[src/rtl/i2ct_pkg.sv]
package i2ct_pkg;

  localparam int BYTE_W = 8;
  localparam int ADDR_W = 7;
  localparam int CNT_W  = $clog2(BYTE_W + 1);

  typedef enum logic [2:0] {
    ST_IDLE,
    ST_RX,
    ST_RXACK,
    ST_TX,
    ST_TXACK,
    ST_IGN
  } tgt_state_e;

  // device address sits in the upper bits, direction in bit 0
  function automatic logic addr_match(input logic [BYTE_W-1:0] b,
                                      input logic [ADDR_W-1:0] dev);
    return b[BYTE_W-1 -: ADDR_W] == dev;
  endfunction

  // acknowledge decision for a completed byte
  function automatic logic give_ack(input logic is_addr,
                                    input logic match,
                                    input logic busy);
    return !busy && (match || !is_addr);
  endfunction

endpackage

[src/rtl/i2ct_sync.sv]
module i2ct_sync #(
  parameter int W      = 2,
  parameter int STAGES = 2
) (
  input  logic         clk,
  input  logic         rst_n,
  input  logic [W-1:0] d,
  output logic [W-1:0] q
);

  localparam int NST = (STAGES < 2) ? 2 : STAGES;

  logic [W-1:0] stg_q [NST];

  // idle bus reads high, so the chain resets to ones
  always_ff @(posedge clk or negedge rst_n) begin
    if (!rst_n) begin
      for (int i = 0; i < NST; i++) stg_q[i] <= '1;
    end else begin
      stg_q[0] <= d;
      for (int i = 1; i < NST; i++) stg_q[i] <= stg_q[i-1];
    end
  end

  assign q = stg_q[NST-1];

endmodule

[src/rtl/i2ct_cond.sv]
module i2ct_cond (
  input  logic clk,
  input  logic rst_n,
  input  logic scl_s,
  input  logic sda_s,
  output logic scl_rise,
  output logic scl_fall,
  output logic start_p,
  output logic stop_p
);

  logic scl_d, sda_d;

  always_ff @(posedge clk or negedge rst_n) begin
    if (!rst_n) begin
      scl_d <= 1'b1;
      sda_d <= 1'b1;
    end else begin
      scl_d <= scl_s;
      sda_d <= sda_s;
    end
  end

  assign scl_rise = scl_s & ~scl_d;
  assign scl_fall = ~scl_s & scl_d;
  // SDA moving while SCL stays high marks a bus condition
  assign start_p  = scl_s & scl_d & sda_d & ~sda_s;
  assign stop_p   = scl_s & scl_d & ~sda_d & sda_s;


  start_one_cycle_chk: assert property (@(posedge clk) disable iff (!rst_n)
    start_p |=> !start_p);


  stop_one_cycle_chk: assert property (@(posedge clk) disable iff (!rst_n)
    stop_p |=> !stop_p);

endmodule

[src/rtl/i2ct_engine.sv]
module i2ct_engine
  import i2ct_pkg::*;
#(
  parameter logic [ADDR_W-1:0] DEV_ADDR = 7'h50
) (
  input  logic              clk,
  input  logic              rst_n,
  input  logic              scl_s,
  input  logic              sda_s,
  input  logic              scl_rise,
  input  logic              scl_fall,
  input  logic              start_p,
  input  logic              stop_p,
  input  logic              busy_i,
  input  logic [BYTE_W-1:0] tx_byte_i,
  output logic              pull_o,
  output logic              rx_valid_o,
  output logic [BYTE_W-1:0] rx_byte_o,
  output logic              rd_req_o
);

  localparam logic [CNT_W-1:0] CNT_FULL = CNT_W'(BYTE_W);
  localparam logic [CNT_W-1:0] CNT_LAST = CNT_W'(BYTE_W - 1);

  tgt_state_e        st_q;
  logic [CNT_W-1:0]  cnt_q;
  logic [BYTE_W-1:0] rx_sh_q;
  logic [BYTE_W-1:0] tx_sh_q;
  logic              is_addr_q;
  logic              rd_dir_q;
  logic              mack_q;
  logic              pull_q;
  logic              rx_valid_q;
  logic              rd_req_q;

  // named events used by the logic and the checks
  logic byte_done;
  logic ack_now;

  assign byte_done = (st_q == ST_RX) && scl_fall && (cnt_q == CNT_FULL);
  assign ack_now   = give_ack(is_addr_q, addr_match(rx_sh_q, DEV_ADDR), busy_i);

  always_ff @(posedge clk or negedge rst_n) begin
    if (!rst_n) begin
      st_q       <= ST_IDLE;
      cnt_q      <= '0;
      rx_sh_q    <= '0;
      tx_sh_q    <= '0;
      is_addr_q  <= 1'b0;
      rd_dir_q   <= 1'b0;
      mack_q     <= 1'b0;
      pull_q     <= 1'b0;
      rx_valid_q <= 1'b0;
      rd_req_q   <= 1'b0;
    end else begin
      rx_valid_q <= 1'b0;
      rd_req_q   <= 1'b0;
      if (start_p) begin
        st_q      <= ST_RX;
        cnt_q     <= '0;
        is_addr_q <= 1'b1;
        pull_q    <= 1'b0;
      end else if (stop_p) begin
        st_q   <= ST_IDLE;
        cnt_q  <= '0;
        pull_q <= 1'b0;
      end else begin
        unique case (st_q)
          ST_RX: begin
            if (scl_rise && cnt_q != CNT_FULL) begin
              rx_sh_q <= {rx_sh_q[BYTE_W-2:0], sda_s};
              cnt_q   <= cnt_q + 1'b1;
            end else if (byte_done) begin
              if (ack_now) begin
                pull_q <= 1'b1;
                st_q   <= ST_RXACK;
                if (is_addr_q) rd_dir_q <= rx_sh_q[0];
                else           rx_valid_q <= 1'b1;
              end else begin
                st_q <= ST_IGN;
              end
            end
          end
          ST_RXACK: begin
            if (scl_fall) begin
              cnt_q     <= '0;
              is_addr_q <= 1'b0;
              if (is_addr_q && rd_dir_q) begin
                tx_sh_q  <= tx_byte_i;
                pull_q   <= ~tx_byte_i[BYTE_W-1];
                rd_req_q <= 1'b1;
                st_q     <= ST_TX;
              end else begin
                pull_q <= 1'b0;
                st_q   <= ST_RX;
              end
            end
          end
          ST_TX: begin
            if (scl_fall) begin
              if (cnt_q == CNT_LAST) begin
                pull_q <= 1'b0;
                cnt_q  <= '0;
                st_q   <= ST_TXACK;
              end else begin
                tx_sh_q <= {tx_sh_q[BYTE_W-2:0], 1'b0};
                pull_q  <= ~tx_sh_q[BYTE_W-2];
                cnt_q   <= cnt_q + 1'b1;
              end
            end
          end
          ST_TXACK: begin
            if (scl_rise) begin
              mack_q <= ~sda_s;
            end else if (scl_fall) begin
              if (mack_q) begin
                tx_sh_q  <= tx_byte_i;
                pull_q   <= ~tx_byte_i[BYTE_W-1];
                rd_req_q <= 1'b1;
                st_q     <= ST_TX;
              end else begin
                st_q <= ST_IGN;
              end
            end
          end
          default: ;
        endcase
      end
    end
  end

  assign pull_o     = pull_q;
  assign rx_valid_o = rx_valid_q;
  assign rx_byte_o  = rx_sh_q;
  assign rd_req_o   = rd_req_q;


  pull_on_scl_low_chk: assert property (@(posedge clk) disable iff (!rst_n)
    $rose(pull_q) |-> !scl_s);


  no_ack_when_busy_chk: assert property (@(posedge clk) disable iff (!rst_n)
    (st_q == ST_RXACK && $past(st_q) != ST_RXACK) |-> !$past(busy_i));


  ign_released_chk: assert property (@(posedge clk) disable iff (!rst_n)
    (st_q == ST_IGN) |-> !pull_q);


  mack_phase_released_chk: assert property (@(posedge clk) disable iff (!rst_n)
    (st_q == ST_TXACK) |-> !pull_q);


  strobe_with_ack_chk: assert property (@(posedge clk) disable iff (!rst_n)
    rx_valid_q |-> (pull_q && st_q == ST_RXACK));


  start_restarts_chk: assert property (@(posedge clk) disable iff (!rst_n)
    start_p |=> (st_q == ST_RX && cnt_q == '0 && is_addr_q));


  req_enters_tx_chk: assert property (@(posedge clk) disable iff (!rst_n)
    rd_req_q |-> (st_q == ST_TX && cnt_q == '0));

endmodule

[src/rtl/eeprom_i2c_target.sv]
module eeprom_i2c_target #(
  parameter logic [6:0] DEV_ADDR    = 7'h50,
  parameter int         SYNC_STAGES = 2
) (
  input  logic       clk,
  input  logic       rst_n,
  input  logic       scl_i,
  input  logic       sda_i,
  input  logic       busy_i,
  input  logic [7:0] tx_byte_i,
  output logic       sda_oe_n_o,
  output logic       start_o,
  output logic       stop_o,
  output logic       rx_valid_o,
  output logic [7:0] rx_byte_o,
  output logic       rd_req_o
);

  logic [1:0] lines_s;
  logic       scl_s, sda_s;
  logic       scl_rise, scl_fall, start_p, stop_p;
  logic       pull;

  i2ct_sync #(.W(2), .STAGES(SYNC_STAGES)) u_sync (
    .clk   (clk),
    .rst_n (rst_n),
    .d     ({scl_i, sda_i}),
    .q     (lines_s)
  );

  assign scl_s = lines_s[1];
  assign sda_s = lines_s[0];

  i2ct_cond u_cond (
    .clk      (clk),
    .rst_n    (rst_n),
    .scl_s    (scl_s),
    .sda_s    (sda_s),
    .scl_rise (scl_rise),
    .scl_fall (scl_fall),
    .start_p  (start_p),
    .stop_p   (stop_p)
  );

  i2ct_engine #(.DEV_ADDR(DEV_ADDR)) u_eng (
    .clk        (clk),
    .rst_n      (rst_n),
    .scl_s      (scl_s),
    .sda_s      (sda_s),
    .scl_rise   (scl_rise),
    .scl_fall   (scl_fall),
    .start_p    (start_p),
    .stop_p     (stop_p),
    .busy_i     (busy_i),
    .tx_byte_i  (tx_byte_i),
    .pull_o     (pull),
    .rx_valid_o (rx_valid_o),
    .rx_byte_o  (rx_byte_o),
    .rd_req_o   (rd_req_o)
  );

  // open drain: only a pull-down enable leaves the block
  assign sda_oe_n_o = ~pull;
  assign start_o    = start_p;
  assign stop_o     = stop_p;


  idle_after_reset_chk: assert property (@(posedge clk) disable iff (!rst_n)
    $rose(rst_n) |-> sda_oe_n_o);


  cond_exclusive_chk: assert property (@(posedge clk) disable iff (!rst_n)
    start_o |=> !stop_o);

endmodule

[config.mk]
export PLATFORM = sky130hd
export DESIGN_NAME = eeprom_i2c_target
export DESIGN_NICKNAME = d
export VERILOG_FILES = /design/src/rtl/i2ct_pkg.sv /design/src/rtl/i2ct_sync.sv /design/src/rtl/i2ct_cond.sv /design/src/rtl/i2ct_engine.sv /design/src/rtl/eeprom_i2c_target.sv
export SDC_FILE = /design/constraint.sdc
export NUM_CORES = 1
export LEC_CHECK = 0
export BUFFER_PORTS_ARGS = -buffer_cell sky130_fd_sc_hd__buf_4
export CORE_ASPECT_RATIO = 0.8
export CORE_MARGIN = 1.5
export CORE_UTILIZATION = 40
export DETAILED_ROUTE_END_ITERATION = 6
export SETUP_SLACK_MARGIN = 0.4
export SKIP_CTS_REPAIR_TIMING = 1
export SYNTH_ARGS = -nofsm -noshare
export SYNTH_HDL_FRONTEND = slang
export SYNTH_SLANG_ARGS = --single-unit
[constraint.sdc]
create_clock -name clk -period 2.3 [get_ports clk]
set_input_delay 0.345 -clock clk [delete_from_list [all_inputs] [get_ports clk]]
set_output_delay 0.345 -clock clk [all_outputs]
set_load 0.01 [all_outputs]
After elaboration in Yosys (flattened, before gate mapping) --
Index checks and enable logic that the tools add are counted.
Word-level totals: flip-flop bits (word level) 34, logic and storage cells 139
Operators by class: add/subtract/negate cells 1, equality and inequality tests 26, multiplexer cells 60, bitwise logic cells 17, reduce and logical (&&, ||, !) cells 21
Operators with widths (number):
- $mux W7 | 7
- $mux W3 | 11
- $mux W1 | 30
- $ne A4 B3 Y1 const B | 7
- $mux W4 | 6
- $pmux W7 S3 | 1
- $ne A4 B4 Y1 const B | 4
- $pmux W3 S4 | 1
- $pmux W4 S3 | 1
- $reduce_and A4 Y1 | 3
- $ne A2 B1 Y1 const B | 5
- $not A1 Y1 | 10
- $reduce_and A10 Y1 | 1
- $reduce_and A9 Y1 | 1
- $reduce_and A8 Y1 | 1
- $and A1 B1 Y1 | 7
- $eq A7 B7 Y1 const B | 1
- $reduce_and A7 Y1 | 1
- $eq A3 B2 Y1 const B | 2
- $ne A2 B2 Y1 const B | 3
- $reduce_bool A6 Y1 | 1
- $logic_and A1 B1 Y1 | 5
- $reduce_bool A5 Y1 | 1
- $add A4 B1 Y4 const B | 1
- other kinds (12) | 14

Depth between registers and ports, before layout --
Gate-level depths: netlist (run 1).
word-level depth 9, mapped depth 6, gate-level depth less buffers 6

Cells and area by module --
From an unflattened synthesis (run 1), not the netlist that was laid out.
Second synthesis, totals: cell total of the unflattened synthesis 161, area total of the unflattened synthesis 1838.0 µm²
By module, submodules not included:
- i2ct_engine | times used 1, cells an instance 148, area an instance 1629.1 µm²
- i2ct_sync | times used 1, cells an instance 6, area an instance 120.1 µm²
- i2ct_cond | times used 1, cells an instance 6, area an instance 85.1 µm²
- eeprom_i2c_target | times used 1, cells an instance 1, area an instance 3.8 µm²

Worst setup path before layout (run 1) --
Ideal clock, no wire load.
path kind register -> register, start point reg u_eng.rx_sh_q[2] (netlist: u_eng.rx_byte_o[2]), end point reg u_eng.st_q[0], arrival time 1.715 ns, slack 0.460 ns, cell stages (with the launch flop) 5, clock period less this slack 1.840 ns, cells stage by stage dfrtp_1 or4_1 o22a_2 a311o_1 mux2_4
On the way: word-level cells in the longest chain between the ends 9
Ends and longest elaborated chain:
- start, declared | RTL line i2ct_engine.sv:27 | logic [BYTE_W-1:0] rx_sh_q;
- start signal, assigned | RTL line i2ct_engine.sv:71 | rx_sh_q <= {rx_sh_q[BYTE_W-2:0], sda_s};
- $eq A7 B7 Y1 | RTL line i2ct_pkg.sv:19 | return b[BYTE_W-1 -: ADDR_W] == dev;
- $logic_or A1 B1 Y1 | RTL line i2ct_pkg.sv:26 | return !busy && (match || !is_addr);
- $logic_and A1 B1 Y1 | RTL line i2ct_pkg.sv:26
- $mux W3 | RTL line i2ct_engine.sv:74 | if (ack_now) begin
- $mux W3 | RTL line i2ct_engine.sv:73 | end else if (byte_done) begin
- $mux W3 | RTL line i2ct_engine.sv:70 | if (scl_rise && cnt_q != CNT_FULL) begin
- $pmux W3 S4 | RTL line i2ct_engine.sv:68 | unique case (st_q)
- $mux W3 | RTL line i2ct_engine.sv:63 | end else if (stop_p) begin
- $mux W3 | RTL line i2ct_engine.sv:58 | if (start_p) begin
- end signal, assigned | RTL line i2ct_engine.sv:59 | st_q <= ST_RX;
- end signal, assigned | RTL line i2ct_engine.sv:64 | st_q <= ST_IDLE;
- end signal, assigned | RTL line i2ct_engine.sv:76 | st_q <= ST_RXACK;
- end, declared | RTL line i2ct_engine.sv:25 | tgt_state_e st_q;
No other way between the ends. The select of a mux whose other input is x is not followed. A chain may end at the register's enable or synchronous reset.

Worst setup path in the final report (run 1) --
start point reg u_eng.rx_sh_q[6] (netlist: u_eng.rx_byte_o[6]), end point reg u_eng.rd_dir_q
On the way: word-level cells in the longest chain between the ends 4
Ends and longest elaborated chain:
- $eq A7 B7 Y1 | RTL line i2ct_pkg.sv:19
- $logic_or A1 B1 Y1 | RTL line i2ct_pkg.sv:26
- $logic_and A1 B1 Y1 | RTL line i2ct_pkg.sv:26
- $reduce_and A7 Y1 (no source line)
- end signal, assigned | RTL line i2ct_engine.sv:77 | if (is_addr_q) rd_dir_q <= rx_sh_q[0];
- end, declared | RTL line i2ct_engine.sv:30 | logic rd_dir_q;
No other way between the ends.

==> results of run 1 <==
## power by group
part / internal, W / switching (W) / leakage, nW
clock network: 0.000434 / 0.000243 / 0.0683
logic: 0.000357 / 0.000276 / 0.503
registers: 0.000764 / 0.000164 / 0.410
total: 0.00156 / 0.000682 / 0.981
## final timing paths
| kind | start | endpoint | slack (ns) | cells past startpoint |
|---|---|---|---|---|
| max | u_eng.rx_byte_o[6]$_DFFE_PN0P_ | u_eng.rd_dir_q$_DFFE_PN0P_ | 0.46 | 4 |
| min | rst_n | u_eng.mack_q$_DFFE_PN0P_ | -0.01 | 1 |
| max reg2reg | u_eng.rx_byte_o[6]$_DFFE_PN0P_ | u_eng.rd_dir_q$_DFFE_PN0P_ | 0.46 | 4 |
| min reg2reg | u_sync.stg_q[2]$_DFF_PN1_ | u_sync.q[0]$_DFF_PN1_ | 0.36 | 0 |
| max in group asynchronous | rst_n | u_cond.scl_d$_DFF_PN1_ | 1.97 | 1 |
| min in group clk | sda_i | u_sync.stg_q[2]$_DFF_PN1_ | 0.16 | 1 |
## flip-flops by register name, indices dropped and copies added, names as in the netlist, 2 cells and up
name             count
u_eng.cnt_q          4
u_eng.tx_sh_q        7
u_eng.st_q           3
u_sync.stg_q         2
u_eng.rx_byte_o      8
u_sync.q             2
## cell families (layout without fill, tap and decap cells)
kind of cell,count (synthesis),in the layout
AOI/OAI and AO/OA,28,28
muxes,23,23
xor gates and xnor gates,2,2
adders and majority gates,2,2
buffers and inverters,12,51
DFF,34,34
and+or+nand+nor,52,52
## area by class of cell
cell class / instances / area (sq um) / share of cell area
well taps: 57 / 71.32 / 0.03197
flip-flops and latches: 34 / 863.3 / 0.3870
inverters: 9 / 33.78 / 0.01514
clock buffers: 5 / 68.82 / 0.03085
clock inverters: 3 / 68.82 / 0.03085
repair buffers: 34 / 255.2 / 0.1144
multi-input cells: 107 / 869.6 / 0.3898
## metal layers
metal  wire [um]  up-vias  global-route usage  share of wire
li1            -      641                   -              -
met1        1785      661              0.2400           0.46
met2        1788       37              0.2511           0.46
met3         223        4             0.05882          0.058
met4          53        0             0.07176          0.014
met5           0        -                   0              0
## placed cells by master (no fill, tap or decap), drive strengths merged, types with 2 or more instances in the layout
cell type	netlist	layout
nor3b	2	2
o31ai	2	2
clkbuf	1	5
nand3	9	9
dfrtp	28	28
or2	2	2
mux2i	2	2
dfstp	6	6
nand4b	3	3
and3b	2	2
buf	2	34
ha	2	2
o211ai	2	2
a21oi	2	2
or4	3	3
bufinv	0	2
mux2	21	21
a31oi	3	3
nand2	8	8
o21ai	8	8
inv	9	9
nand3b	5	5
and2	3	3
nor2	2	2
nand2b	4	4
nor2b	3	3
a21o	2	2
## stage by stage
stage | util | total power (W) | setup slack (ns) | cells
2_1_floorplan | - | 0.001267 | 0.4601 | 153
3_3_place_gp | 0.4834 | 0.001471 | 0.3893 | 236
3_5_place_dp | 0.4834 | 0.001491 | 0.3847 | 236
4_1_cts | 0.5163 | 0.002170 | 0.3526 | 244
5_1_grt | 0.5340 | 0.002371 | 0.3480 | 249
6_report | 0.5340 | 0.002238 | 0.4590 | 249
## critical path, delay by kind of cell, from the launching register on
family | cells | cell delay (ns)
AND/OR/NAND/NOR | 3 | 0.99
flip-flops | 1 | 0.40
multiplexers | 1 | 0.34
==> reports/results.ini, run 1 <==
[status]
outcome=finished, violations left
violations=hold timing

[synthesis]
synth_xor_area_frac=0.01003
synth_compound_area_frac=0.1132
yosysWarnings=0
synth.largest_area_cell=dfrtp_1
syn-mean-instance-area_sq_um=11.42
synth_fa_ha_area_frac=0.01433
synthMuxAreaShare=0.1490
yosysUniqueCellTypes=48
synth_simple_gate_area_share=0.1934
syn_area_sq_um=1747
syn_nets=168
synth_cells=153
synthArstFlopShare=1.000
synth_seq_cells=34
yosysMostFrequentCell=dfrtp_1
synth_top_cell_area_share=0.4011
ys_top_cells_by_count=dfrtp_1 (28), mux2_2 (19), inv_1 (9), nand3_1 (9), nand2_1 (8)
yosysSeqAreaShare=0.4914
synthTopCellsByArea=dfrtp_1 (40%), mux2_2 (12%), dfstp_2 (9.0%)
synth_top_flop_cell=dfrtp_1
synth_top_family_by_area=simple AND/OR/NAND/NOR gates
synth_edf_count=0

[sta]
finalCritPeriodShare=0.8005
max-slew-margin-rel=0.7127
hold_viol_final=27
clock_skew_ns=0.009164
finalSetupViolCount=0
finalSetupTns_ns=0
fin_hold_ws_ns=-0.01322
tightest_slew_ns=0.4309
finalMaxSlewViolations=0
fmax_mhz=543.2
rsz0062_at_grt=yes
post-route-min-period_ns=1.841

[final_layout]
nFillCells=377
postLayoutCellArea_sq_um=2231
n_antenna_cell=0
layout-drive-gt1-share=0.4375
syn_to_final_growth_pct=27.72
nets=206

[worst_setup_path]
critPathRequiredTime_ns=2.49
crit_slowest_cell=or4_1
arrival_ns=2.03
critical_path.max_stage_delay_ns=0.49
worstPathMaxFanout=4
cp-end-kind=register
critPathLaunchType=register
crit_chain=nand4bb_1 > or4_1 > nor4b_2 > mux2_1
critical_path_class=reg2reg

[clock_tree]
clk-insertion-delay-late_ns=0.30
cts_tree=built
cts.sinks=34
numCtsBuffers=5
clk_pin_slew_ns=0.08
h-tree-depth=2
cts_buffer_depth=2
cts-root-buf=clkbuf_8

[run]
maxCapViolations=0

[global_route]
grt_first_pass_wirelength_mm=6.313
groute.usage.overall=0.1744
grt_overflow=0
grt_start_max_net_pins=35
antenna_found_initial=0
first_global_vias=1338

[place]
numPortBuffers=25
gp_congestion=0.8451
dpl_cell_area_sq_um=2019
place_hpwl_mm=2.571

[floorplanning]
rows=21
ios=26
core_area_sq_um=4178
start_util=0.4181
fp.dieW_um=76.88
die-height_um=62.11
die_area_sq_um=4775

[power_and_ir_drop]
power_leakage_nw=0.9815
p_per_area_nw_per_um2=1003
peakVddDrop_uv=428.0

[route]
first_iter_violations=155
wirelength_mm=3.851
via_per_inst=5.394
wl_per_cell_um=15.47
drt.antenna.violating_nets=0
drcViolationCount=0
num_vias=1343
dr.pass1.iters=5

[hold_path]
hp-class=in2async

No activity file was read; power rests on OpenSTA's default activity.
==> inputs of run 2 (changes only) <==
==> constraint.sdc (replaced) <==
create_clock -name clk -period 1.5 [get_ports clk]
set_input_delay 0.225 -clock clk [delete_from_list [all_inputs] [get_ports clk]]
set_output_delay 0.225 -clock clk [all_outputs]
set_load 0.01 [all_outputs]
==> reports/results.ini, run 2 (same netlist as run 1, synthesis figures left out) <==
[status]
outcome=finished, violations left
violations=setup timing

[power_and_ir_drop]
power_leakage_nw=1.303
p_per_area_nw_per_um2=1416
peakVddDrop_uv=959.1
finalPower_w=0.004124

[place]
dpl_cell_area_sq_um=2456
place_hpwl_mm=3.228
placed_cells=277
post-place-ws_ns=-0.3028
gp_congestion=0.9230
numPortBuffers=25

[clock_tree]
cts_buffer_depth=2
clk_pin_slew_ns=0.08
cts.sinks=34
clk-insertion-delay-late_ns=0.30
h-tree-depth=2
cts-root-buf=clkbuf_8
numCtsBuffers=5
cts_tree=built

[global_route]
grt_start_max_net_pins=35
antenna_found_initial=0
groute.usage.overall=0.2009
first_global_vias=1559
grt_overflow=0
grt_first_pass_wirelength_mm=7.369

[route]
num_vias=1591
via_per_inst=5.393
first_iter_violations=127
wirelength_mm=4.769
dr.pass1.iters=4
wl_per_cell_um=16.17
drcViolationCount=0
drt.antenna.violating_nets=0

[final_layout]
largest_reg_flops=8
layout-drive-gt1-share=0.6513
layoutNonFillerInstCount=295
nFillCells=290
n_antenna_cell=0
syn_to_final_growth_pct=66.69
nets=252
final_cell_mix=buf_4 (59), dfrtp_1 (26), buf_6 (19)
postLayoutCellArea_sq_um=2912
final_common_cell=buf_4

[floorplanning]
fp.dieW_um=76.88
start_util=0.4181
die_area_sq_um=4775
core_area_sq_um=4178
rows=21
die-height_um=62.11
ios=26

[worst_setup_path]
worstPathMaxFanout=7
rrSetupSlack_ns=-0.29
critical_path_class=reg2reg
arrival_ns=1.98
cp-end-kind=register
critPathRequiredTime_ns=1.68
critPathLaunchType=register

[sta]
post-route-min-period_ns=1.793
finalMaxSlewViolations=0
hold_viol_final=0
clock_skew_ns=0.008100
tightest_slew_ns=0.4249
fmax_mhz=557.6
max-slew-margin-rel=0.7167
finalCritPeriodShare=1.196
finalSetupTns_ns=-5.381
layout_setup_ws_ns=-0.2934
rsz0062_at_grt=yes
finalSetupViolCount=26

[hold_path]
hp-class=in2reg

[run]
maxCapViolations=0

[run 2: cell types whose count changed in the layout (fill, tap and decap cells not counted), sizes merged]
cell         before  now
buf              34   79
dlygate4sd3       0    1
[run 2: critical path, cell delays in order (launching register included)]
cell	delay, ns
dfstp_2	0.61
nor4bb_4	0.23
buf_4	0.19
a31oi_4	0.05
a21oi_4	0.16
buf_12	0.14
mux2_4	0.29
[run 2: cell type report]
cell class	instances	area (sq um)	area share
multi-input cells	107	1121	0.3850
flip-flops and latches	34	860.8	0.2957
repair buffers	80	686.9	0.2359
well taps	57	71.32	0.02450
clock buffers	5	68.82	0.02364
clock inverters	3	68.82	0.02364
inverters	9	33.78	0.01160
[run 2: metal layers]
metal  share of wire  wire length [um]  vias to the layer above  global-route usage
met5               0                 0                        -                   0
met4           0.015                71                        0             0.08333
met3           0.041               195                        8             0.04706
met2            0.49              2346                       44              0.3153
met1            0.45              2155                      802              0.2676
li1                -                 -                      737                   -
[run 2: where the power goes]
| part | total, W | switching (W) | internal, W | leakage [nW] |
|---|---|---|---|---|
| clock | 0.00103 | 0.000368 | 0.000666 | 0.0683 |
| sequential | 0.00141 | 0.000240 | 0.00117 | 0.412 |
| combinational | 0.00168 | 0.000670 | 0.00101 | 0.823 |
[run 2: worst paths after layout]
check / start / to / cells after the start
worst max-delay path: u_cond.scl_d$_DFF_PN1_ / u_eng.tx_sh_q[1]$_DFFE_PN0P_ / 6
worst min-delay path: scl_i / u_sync.stg_q[3]$_DFF_PN1_ / 1
worst max register to register: u_cond.scl_d$_DFF_PN1_ / u_eng.tx_sh_q[1]$_DFFE_PN0P_ / 6
worst min register to register: u_sync.stg_q[3]$_DFF_PN1_ / u_sync.q[1]$_DFF_PN1_ / 0
max in group asynchronous: rst_n / u_sync.stg_q[3]$_DFF_PN1_ / 2
min in group asynchronous: rst_n / u_eng.rd_req_o$_DFF_PN0_ / 2
[run 2: stage by stage]
step | util | hold WS [ns]
final | 0.6969 | 0.03402
after global routing | 0.6969 | 0.02144
after CTS | 0.6208 | -0.1199
after detailed placement | 0.5879 | 0.1971
after global placement | 0.5879 | 0.1904
after floorplan | - | -0.07059
==> inputs of run 3 (changes only) <==
--- a/config.mk
+++ b/config.mk
@@ -6,10 +6,13 @@
 export NUM_CORES = 1
 export LEC_CHECK = 0
 export BUFFER_PORTS_ARGS = -buffer_cell sky130_fd_sc_hd__buf_4
+export CELL_PAD_IN_SITES_DETAIL_PLACEMENT = 1
+export CELL_PAD_IN_SITES_GLOBAL_PLACEMENT = 1
 export CORE_ASPECT_RATIO = 0.8
 export CORE_MARGIN = 1.5
 export CORE_UTILIZATION = 40
 export DETAILED_ROUTE_END_ITERATION = 6
+export PLACE_DENSITY_LB_ADDON = 0.08
 export SETUP_SLACK_MARGIN = 0.4
 export SKIP_CTS_REPAIR_TIMING = 1
 export SYNTH_ARGS = -nofsm -noshare
==> reports/results.ini, run 3 (same netlist as run 1, synthesis figures left out) <==
[sta]
clock_skew_ns=0.008769
tightest_slew_ns=0.4494
finalMaxSlewViolations=0
finalSetupViolCount=27
layout_setup_ws_ns=-0.3855
finalCritPeriodShare=1.257
max-slew-margin-rel=0.7004
hold_viol_final=0
fmax_mhz=530.4
rsz0062_at_grt=yes
fin_hold_ws_ns=0.03247
post-route-min-period_ns=1.885

[worst_setup_path]
reg2reg_depth=6
arrival_ns=2.09
worstSetupStartpoint=u_eng.st_q[1]$_DFFE_PN0P_
rrSetupSlack_ns=-0.39
worstPathMaxFanout=3
critPathLaunchType=register
reg2reg_to=u_eng.cnt_q[3]$_DFFE_PN0P_
critPathRequiredTime_ns=1.71
critical_path_class=reg2reg
r2r-start=u_eng.st_q[1]$_DFFE_PN0P_
endpoint=u_eng.cnt_q[3]$_DFFE_PN0P_
cp-end-kind=register

[final_layout]
largest_reg_flops=8
postLayoutCellArea_sq_um=3052
nets=262
layoutNonFillerInstCount=305
final_common_cell=buf_4
layout-drive-gt1-share=0.6815
register_area_sq_um=860.8
final_cell_mix=buf_4 (59), buf_6 (29), dfrtp_1 (26)
n_antenna_cell=0
nFillCells=384
syn_to_final_growth_pct=74.71
multi_input_area_sq_um=1144

[route]
wl_per_cell_um=25.37
dr.pass1.iters=4
drcViolationCount=0
via_per_inst=5.862
wirelength_mm=7.738
drt.antenna.violating_nets=0
first_iter_violations=155
num_vias=1788

[floorplanning]
die-height_um=62.11
fp.dieW_um=76.88
rows=21
die_area_sq_um=4775
core_area_sq_um=4178
ios=26
start_util=0.4181

[status]
violations=setup timing
outcome=finished, violations left

[global_route]
grt_overflow=0
grt_first_pass_wirelength_mm=9.563
first_global_vias=1779
antenna_found_initial=0
grt_start_max_net_pins=35
groute.usage.overall=0.2657

[place]
dpl_cell_area_sq_um=2479
place_hpwl_mm=4.044
numPortBuffers=25
gp_congestion=0.8473
placed_cells=280

[power_and_ir_drop]
peakVddDrop_uv=792.9
power_leakage_nw=1.391
p_per_area_nw_per_um2=1486

[clock_tree]
clk-insertion-delay-late_ns=0.30
h-tree-depth=2
cts.sinks=34
cts_buffer_depth=2
cts_tree=built
clk_pin_slew_ns=0.08
cts-root-buf=clkbuf_8
numCtsBuffers=5

[run]
maxCapViolations=0

[hold_path]
hp-class=in2reg

-- run 3: cell types whose count changed in the layout (fill, tap and decap cells not counted), moves of 2 or more --
cell	change
nand2_1	-2
or4_4	-2
buf_6	+10
or4_1	+2
o21ai_1	-2
o21ai_2	+2
-- run 3: report_power, final --
part / switching (W) / leakage, nW / internal, W
Sequential: 0.000295 / 0.413 / 0.00117
Clock: 0.000393 / 0.0714 / 0.000709
Combinational: 0.000875 / 0.906 / 0.00109
Total: 0.00156 / 1.39 / 0.00297
-- run 3: how the worst min path moves through the flow --
| stage | startpoint | cells after the start | end | slack [ns] |
|---|---|---|---|---|
| final | scl_i | 1 | u_sync.stg_q[3]$_DFF_PN1_ | 0.03 |
| after global routing | scl_i | 1 | u_sync.stg_q[3]$_DFF_PN1_ | 0.01 |
| after CTS | rst_n | 1 | u_eng.is_addr_q$_DFFE_PN0P_ | -0.12 |
| after detailed placement | rst_n | 1 | u_eng.is_addr_q$_DFFE_PN0P_ | 0.21 |
| after global placement | rst_n | 1 | u_eng.rd_req_o$_DFF_PN0_ | 0.19 |
| after floorplan | rst_n | 0 | u_eng.cnt_q[0]$_DFFE_PN0P_ | -0.07 |
-- run 3: area by class of cell --
type,instances,area share
multi-input combinational,107,0.3747
sequential,34,0.2821
timing repair buffer,90,0.2620
clock buffer,6,0.02706
tap,57,0.02337
clock inverter,2,0.01968
inverter,9,0.01107
-- run 3: stage by stage --
step,total power (W),TNS [ns],utilization,setup WS [ns]
finish,0.004535,-7.316,0.7305,-0.3855
detailed placement,0.002789,-4.478,0.5933,-0.3348
global route,0.004693,-8.259,0.7305,-0.4484
global placement,0.002654,-3.063,0.5933,-0.2621
CTS,0.003899,-5.694,0.6274,-0.4207
floorplan,0.002115,-1.940,-,-0.2621
-- run 3: metal layers --
layer,vias up,global-route usage,part of all wire,wire (um)
li1,752,-,-,-
met1,929,0.3403,0.40,3125
met2,80,0.4392,0.51,3934
met3,27,0.06471,0.050,384
met4,0,0.09259,0.038,293
met5,-,0,0,0
-- run 3: worst max-delay path: stages (launching register included) --
cell      delay [ns]
dfrtp_1         0.45
buf_4           0.16
nor4bb_4        0.32
buf_4           0.19
a31oi_4         0.04
or3_4           0.42
o211ai_1        0.22
